## config.mk

```make
export PLATFORM = sky130hd
export DESIGN_NAME = spi_rf_slave
export DESIGN_NICKNAME = d
export VERILOG_FILES = /design/src/rtl/spi_rf_pkg.sv /design/src/rtl/spi_rf_sync.sv /design/src/rtl/spi_rf_frame.sv /design/src/rtl/spi_rf_tx.sv /design/src/rtl/spi_rf_slave.sv
export SDC_FILE = /design/constraint.sdc
export NUM_CORES = 1
export LEC_CHECK = 0
export ABC_AREA = 1
export BUFFER_PORTS_ARGS = -buffer_cell sky130_fd_sc_hd__buf_2
export CAP_MARGIN = 25
export CORE_AREA = 2 2 65 82
export DETAILED_ROUTE_END_ITERATION = 10
export DIE_AREA = 0 0 67 84
export PLACE_DENSITY = 0.78
export SLEW_MARGIN = 20
export SYNTH_ARGS = -nofsm -noshare
export SYNTH_HDL_FRONTEND = slang
export SYNTH_SLANG_ARGS = --single-unit
```

## constraint.sdc

```tcl
create_clock -name clk -period 1.4 [get_ports clk]
set_input_delay 0.28 -clock clk [delete_from_list [all_inputs] [get_ports clk]]
set_output_delay 0.28 -clock clk [all_outputs]
set_load 0.05 [all_outputs]
```

## src/rtl/spi_rf_pkg.sv

```systemverilog
// Package: shared constants and types for the serial register access port.
// Assumes an 8-bit opcode field; opcode values are fixed by the protocol.
package spi_rf_pkg;
    localparam int FIELD_BITS = 8;

    localparam logic [FIELD_BITS-1:0] OPC_SET_WEN = 8'h06;
    localparam logic [FIELD_BITS-1:0] OPC_CLR_WEN = 8'h04;
    localparam logic [FIELD_BITS-1:0] OPC_READ    = 8'h03;
    localparam logic [FIELD_BITS-1:0] OPC_WRITE   = 8'h02;

    typedef enum logic [2:0] {
        ST_IDLE,
        ST_OPC,
        ST_ADDR,
        ST_DELIM,
        ST_WDATA,
        ST_RDATA,
        ST_LOCK
    } frame_st_t;

    typedef enum logic [1:0] {
        CMD_SET_WEN,
        CMD_CLR_WEN,
        CMD_READ,
        CMD_WRITE
    } cmd_t;
endpackage

```

## src/rtl/spi_rf_sync.sv

```systemverilog
// Module: multi-bit level synchronizer, one independent flop chain per bit.
// Assumes each bit is a slow level; no bus coherency is implied.
module spi_rf_sync #(
    parameter int WIDTH  = 3,
    parameter int STAGES = 2
) (
    input  logic             clk,
    input  logic             rst_n,
    input  logic [WIDTH-1:0] rst_val,
    input  logic [WIDTH-1:0] d_in,
    output logic [WIDTH-1:0] q_out
);
    logic [WIDTH-1:0] chain [STAGES];

    genvar g;
    generate
        for (g = 0; g < STAGES; g++) begin : g_stage
            if (g == 0) begin : g_first
                // Purpose: first capture of the asynchronous inputs.
                always_ff @(posedge clk) begin
                    if (!rst_n) chain[g] <= rst_val;
                    else        chain[g] <= d_in;
                end
            end else begin : g_next
                // Purpose: further settling stage.
                always_ff @(posedge clk) begin
                    if (!rst_n) chain[g] <= rst_val;
                    else        chain[g] <= chain[g-1];
                end
            end
        end
    endgenerate

    assign q_out = chain[STAGES-1];
endmodule

```

## src/rtl/spi_rf_frame.sv

```systemverilog
// Module: command frame decoder. It counts serial bits, decodes the opcode,
// holds the address, keeps the write-enable latch, issues the write strobe
// and asks the transmitter to load read data.
// Assumes rise_ev marks one system cycle per rising serial clock edge, with
// si_s aligned to it, and cs_act already synchronized.
module spi_rf_frame
    import spi_rf_pkg::*;
#(
    parameter int FIELD_W = FIELD_BITS,
    parameter int REG_AW  = 6,
    parameter int DATA_W  = 8
) (
    input  logic              clk,
    input  logic              rst_n,
    input  logic              cs_act,
    input  logic              rise_ev,
    input  logic              si_s,
    input  logic [DATA_W-1:0] reg_rdata,
    output logic [REG_AW-1:0] reg_addr,
    output logic [DATA_W-1:0] reg_wdata,
    output logic              reg_we,
    output logic              we_latch,
    output logic              tx_load,
    output logic [DATA_W-1:0] tx_data,
    output logic              rd_active
);
    localparam int CW = $clog2(FIELD_W);
    localparam logic [CW-1:0] LAST_BIT = CW'(FIELD_W - 1);

    frame_st_t          state;
    cmd_t               cmd;
    logic [CW-1:0]      bit_cnt;
    logic [FIELD_W-2:0] rx_sh;
    logic               addr_ok;
    logic [FIELD_W-1:0] full_field;
    logic               field_done;
    logic               field_in_range;
    logic               opc_known;
    cmd_t               opc_cmd;

    assign full_field = {rx_sh, si_s};
    assign field_done = (bit_cnt == LAST_BIT);

    // Upper address bits must be zero for the address to name a register.
    generate
        if (REG_AW < FIELD_W) begin : g_range
            assign field_in_range = ~|full_field[FIELD_W-1:REG_AW];
        end else begin : g_full
            assign field_in_range = 1'b1;
        end
    endgenerate

    // Purpose: map an opcode field to a command, flag unknown codes.
    always_comb begin
        opc_known = 1'b1;
        opc_cmd   = CMD_READ;
        if (full_field == FIELD_W'(OPC_SET_WEN))      opc_cmd = CMD_SET_WEN;
        else if (full_field == FIELD_W'(OPC_CLR_WEN)) opc_cmd = CMD_CLR_WEN;
        else if (full_field == FIELD_W'(OPC_READ))    opc_cmd = CMD_READ;
        else if (full_field == FIELD_W'(OPC_WRITE))   opc_cmd = CMD_WRITE;
        else                                          opc_known = 1'b0;
    end

    // Purpose: frame sequencing, latch, strobe and read-load control.
    always_ff @(posedge clk) begin
        if (!rst_n) begin
            state     <= ST_IDLE;
            cmd       <= CMD_READ;
            bit_cnt   <= '0;
            rx_sh     <= '0;
            addr_ok   <= 1'b0;
            reg_addr  <= '0;
            reg_wdata <= '0;
            reg_we    <= 1'b0;
            we_latch  <= 1'b0;
            tx_load   <= 1'b0;
            tx_data   <= '0;
        end else begin
            reg_we  <= 1'b0;
            tx_load <= 1'b0;
            if (!cs_act) begin
                state   <= ST_IDLE;
                bit_cnt <= '0;
            end else if (rise_ev) begin
                rx_sh   <= full_field[FIELD_W-2:0];
                bit_cnt <= field_done ? '0 : bit_cnt + 1'b1;
                case (state)
                    ST_IDLE, ST_OPC: begin
                        state <= ST_OPC;
                        if (field_done) begin
                            cmd   <= opc_cmd;
                            state <= opc_known ? ST_ADDR : ST_LOCK;
                        end
                    end
                    ST_ADDR: begin
                        if (field_done) begin
                            reg_addr <= full_field[REG_AW-1:0];
                            addr_ok  <= field_in_range;
                            state    <= ST_DELIM;
                        end
                    end
                    ST_DELIM: begin
                        bit_cnt <= '0;
                        case (cmd)
                            CMD_SET_WEN: begin
                                we_latch <= 1'b1;
                                state    <= ST_LOCK;
                            end
                            CMD_CLR_WEN: begin
                                we_latch <= 1'b0;
                                state    <= ST_LOCK;
                            end
                            CMD_READ: begin
                                tx_load <= 1'b1;
                                tx_data <= addr_ok ? reg_rdata : '0;
                                state   <= ST_RDATA;
                            end
                            default: state <= ST_WDATA;
                        endcase
                    end
                    ST_WDATA: begin
                        if (field_done) begin
                            reg_wdata <= full_field[DATA_W-1:0];
                            reg_we    <= we_latch & addr_ok;
                            state     <= ST_LOCK;
                        end
                    end
                    ST_RDATA: begin
                        if (field_done) state <= ST_LOCK;
                    end
                    default: state <= ST_LOCK;
                endcase
            end else if (state == ST_IDLE) begin
                state <= ST_OPC;
            end
        end
    end

    assign rd_active = (state == ST_RDATA);
endmodule

```

## src/rtl/spi_rf_tx.sv

```systemverilog
// Module: read data shifter. It loads a byte, presents the MSB at once and
// advances one bit on each falling serial edge that follows a rising edge.
// Assumes load arrives before the first data-phase rising edge.
module spi_rf_tx #(
    parameter int DATA_W = 8
) (
    input  logic              clk,
    input  logic              rst_n,
    input  logic              load,
    input  logic [DATA_W-1:0] load_data,
    input  logic              active,
    input  logic              rise_ev,
    input  logic              fall_ev,
    output logic              so
);
    logic [DATA_W-1:0] sh;
    logic              pend;

    // Purpose: hold and advance the outgoing byte.
    always_ff @(posedge clk) begin
        if (!rst_n) begin
            sh   <= '0;
            pend <= 1'b0;
        end else if (load) begin
            sh   <= load_data;
            pend <= 1'b0;
        end else begin
            if (active && rise_ev) pend <= 1'b1;
            if (fall_ev && pend) begin
                sh   <= {sh[DATA_W-2:0], 1'b0};
                pend <= 1'b0;
            end
        end
    end

    assign so = active & sh[DATA_W-1];
endmodule

```

## src/rtl/spi_rf_slave.sv

```systemverilog
// Module: top of the serial register access port. It synchronizes the
// serial pins, finds clock edges and joins the frame decoder to the read
// shifter. Assumes the serial clock half period is at least four system
// clocks, and mode 0 (idle low, sample on rise).
module spi_rf_slave
    import spi_rf_pkg::*;
#(
    parameter int REG_AW      = 6,
    parameter int DATA_W      = 8,
    parameter int SYNC_STAGES = 2
) (
    input  logic              clk,
    input  logic              rst_n,
    input  logic              sclk,
    input  logic              cs_n,
    input  logic              si,
    output logic              so,
    output logic [REG_AW-1:0] reg_addr,
    output logic [DATA_W-1:0] reg_wdata,
    output logic              reg_we,
    input  logic [DATA_W-1:0] reg_rdata
);
    logic [2:0]        pins_s;
    logic              sclk_d;
    logic              cs_act;
    logic              rise_ev;
    logic              fall_ev;
    logic              we_latch;
    logic              tx_load;
    logic [DATA_W-1:0] tx_data;
    logic              rd_active;

    spi_rf_sync #(.WIDTH(3), .STAGES(SYNC_STAGES)) u_sync (
        .clk     (clk),
        .rst_n   (rst_n),
        .rst_val (3'b100),
        .d_in    ({cs_n, sclk, si}),
        .q_out   (pins_s)
    );

    // Purpose: remember last synchronized serial clock for edge finding.
    always_ff @(posedge clk) begin
        if (!rst_n) sclk_d <= 1'b0;
        else        sclk_d <= pins_s[1];
    end

    assign cs_act  = ~pins_s[2];
    assign rise_ev = pins_s[1] & ~sclk_d;
    assign fall_ev = ~pins_s[1] & sclk_d;

    spi_rf_frame #(.FIELD_W(FIELD_BITS), .REG_AW(REG_AW), .DATA_W(DATA_W)) u_frame (
        .clk       (clk),
        .rst_n     (rst_n),
        .cs_act    (cs_act),
        .rise_ev   (rise_ev),
        .si_s      (pins_s[0]),
        .reg_rdata (reg_rdata),
        .reg_addr  (reg_addr),
        .reg_wdata (reg_wdata),
        .reg_we    (reg_we),
        .we_latch  (we_latch),
        .tx_load   (tx_load),
        .tx_data   (tx_data),
        .rd_active (rd_active)
    );

    spi_rf_tx #(.DATA_W(DATA_W)) u_tx (
        .clk       (clk),
        .rst_n     (rst_n),
        .load      (tx_load),
        .load_data (tx_data),
        .active    (rd_active),
        .rise_ev   (rise_ev),
        .fall_ev   (fall_ev),
        .so        (so)
    );
endmodule

```

==> metrics <==
Nets=361; Total Power=3.08 mW; min setup slack post-route=-0.0292 ns; Residual DRC=0; CP required=1.12 ns; die width=67 um; Final Core Density=0.626; grt ovf=0; leak pwr=1.34 nW; RSZ-0062 raised after global routing=true; TritonCTS Sinks=57; First DRT Iteration DRCs=120; initial core utilization=0.472; DR pass1 iterations=5; largest net degree at the start of global routing=23; Slew Viols, Final=0; Core Box Area=0.00493 mm2; Cell Rows=29; peak supply drop=0.794 mV; Main synth FF type=dfxtp_1; period utilization=1.02; fraction of registers with async set or reset after synthesis=0; clk_skew=0.00662 ns; Syn Inst Count=286; count leader, synth=dfxtp_1; Area Growth Syn to Fin=32.4%; CP Data Arrival Time=1.15 ns; crit path max fanout=2; Synth top cells by count=57 x dfxtp_1, 44 x nand2_1, 36 x a21oi_1; Max Root-Sink Buffers=2; Root Driver=clkbuf_8; MaxCap Viol Count=0; Yosys top cell area share=0.490; vias in the first global route=2202; syn_nets=301; Placer Congestion=0.878; CP max stage delay=0.37 ns; sequential fraction of the synthesis area=0.490; Worst Setup Start Kind=flop; crit end category=primary output; EDFF count, synth=0; post-synthesis register bit count=57; Via density=5.22; cts hold-fix bufs=0; global-route wire length before repair=9.47 mm; DR WL/cell=13.6 um; I/O Buffers=28; die area=0.00563 mm2; Ys Warns=0; synth top area cells=dfxtp_1 49%, a21oi_1 7.7%, nand2_1 7.1%; layout cells sized above 1=0.345; critical path class=reg -> out; Routed Antenna Nets=0; Distinct cells, synth=34; Hold WC Path Type=in -> reg; failing checks=negative setup slack; fmax=0.700 GHz; Hold Slack=0.129 ns; initial antenna violation count=0; Period minus WS final=1.43 ns; Mapped Area=0.00233 mm2; Vias=2156; worst-path cell chain=inv_6 > nor2_4 > and3_4 > buf_8; WL final=5.61 mm; # IOs=29; Register Area=0.00115 mm2; Slowest-stage cell, CP=dfxtp_4; height of the chip=84 um; FILL cells=431; H-tree levels=3; slew margin rel.=0.748; multi-input logic area=0.00112 mm2; Inserted Clock Buffers=9; worst reg2reg path depth=7; outcome=complete, but fails checks; Pwr per Cell Area=996 mW/mm2; Cell Area, Placed=0.00265 mm2; endpoints failing setup=1; final hold violation count=0; DP Wirelength=3.71 mm; area leader, netlist=dfxtp_1; Least-Margin Pin Slew=0.377 ns; Antenna diodes=0; Total GRT Usage=0.223; CTS tree=yes; clk_lat worst skew=0.33 ns; Reg clk slew, reported paths=0.06 ns; design area=0.00309 mm2; Hold Path Depth=3; Syn Area/Cell=8.15 um2
metrics by stage:
| step | setup slack [ns] | setup TNS [ns] | instances |
|---|---|---|---|
| detailed placement | -0.225 | -1.99 | 387 |
| floorplan | 0.00276 | 0 | 286 |
| global placement | -0.157 | -1.19 | 387 |
| finish | -0.0292 | -0.0292 | 413 |
| CTS | -0.0615 | -0.0615 | 410 |
| global route | -0.0863 | -0.616 | 413 |
state kept, by name, indices dropped and copies added (netlist names):
name / cells
u_tx.sh: 8
u_frame.state: 3
u_frame.addr_ok: 1
u_frame.reg_wdata: 8
sclk_d: 1
u_frame.reg_we: 1
u_frame.cmd: 2
u_frame.rx_sh: 7
u_frame.reg_addr: 6
u_frame.we_latch: 1
u_tx.pend: 1
u_frame.tx_data: 8
u_sync.chain: 6
u_frame.bit_cnt: 3
u_frame.tx_load: 1
what timing repair did:
action	4_1_cts	5_1_grt
endpoints found under the setup margin	21	29
gates resized for setup	20	42
buffers inserted	6	4
pin swaps	3	8
gates cloned	1	0
endpoints found under the hold margin	0	0
final timing paths:
kind	from	to	slack, ns
setup / recovery	u_frame.state[2]	so	-0.03
hold / removal	si	u_sync.chain[0][0]	0.13
setup reg to reg	u_frame.bit_cnt[1]	u_frame.reg_wdata[7]	0.02
hold reg to reg	u_sync.chain[0][2]	u_sync.chain[1][2]	0.41
placed cells by master (no fill, tap or decap), types with 2 or more instances in the layout:
master and count:
buf_12 2, o21ai_2 8, dfxtp_1 51, nand3_1 14
inv_6 3, nand2_4 2, buf_6 5, nand3_4 2
nand3_2 2, dfxtp_2 5, nand2_1 43, nor2_1 14
clkinv_2 3, nor3_4 3, ha_4 2, nor3_1 5
o21ai_0 19, inv_1 29, a21oi_2 9, buf_2 27
buf_4 24, o21ai_1 9, or2_2 2, a21oi_1 29
nand4_1 7, clkbuf_8 10, a31oi_1 4
kinds of logic after synthesis:
kind of cell,Yosys count,share of synthesized area
fa+ha+maj,2,0.0107
compound gates,81,0.186
flops,57,0.490
buf+inv,43,0.0816
simple gates,103,0.232
worst max-delay path: cells and delay by family (launching register included):
family | cells | cell delay (ns)
buffers and inverters | 2 | 0.18
flip-flops | 1 | 0.37
AND/OR/NAND/NOR | 2 | 0.27
where the power goes:
part	leakage (nW)	switching, mW	internal, mW
Clock	0.0891	0.638	0.683
Sequential	0.464	0.00800	1.63
Combinational	0.790	0.0695	0.0437
cell type report:
cell class                      instances  share of cell area
Clock buffer                           11              0.0458
Sequential cell                        57               0.373
Clock inverter                          5              0.0101
Multi-Input combinational cell        186               0.363
Timing Repair Buffer                   59               0.138
Tap cell                               62              0.0251
Inverter                               33              0.0450
metal layers:
layer | routed length, um | GRT usage | share of wire
met5 | 0 | 0 | 0
met2 | 3020 | 0.376 | 0.54
met1 | 2140 | 0.243 | 0.38
met3 | 277 | 0.0675 | 0.049
met4 | 170 | 0.115 | 0.030
Power figures use the tool's default switching activity.
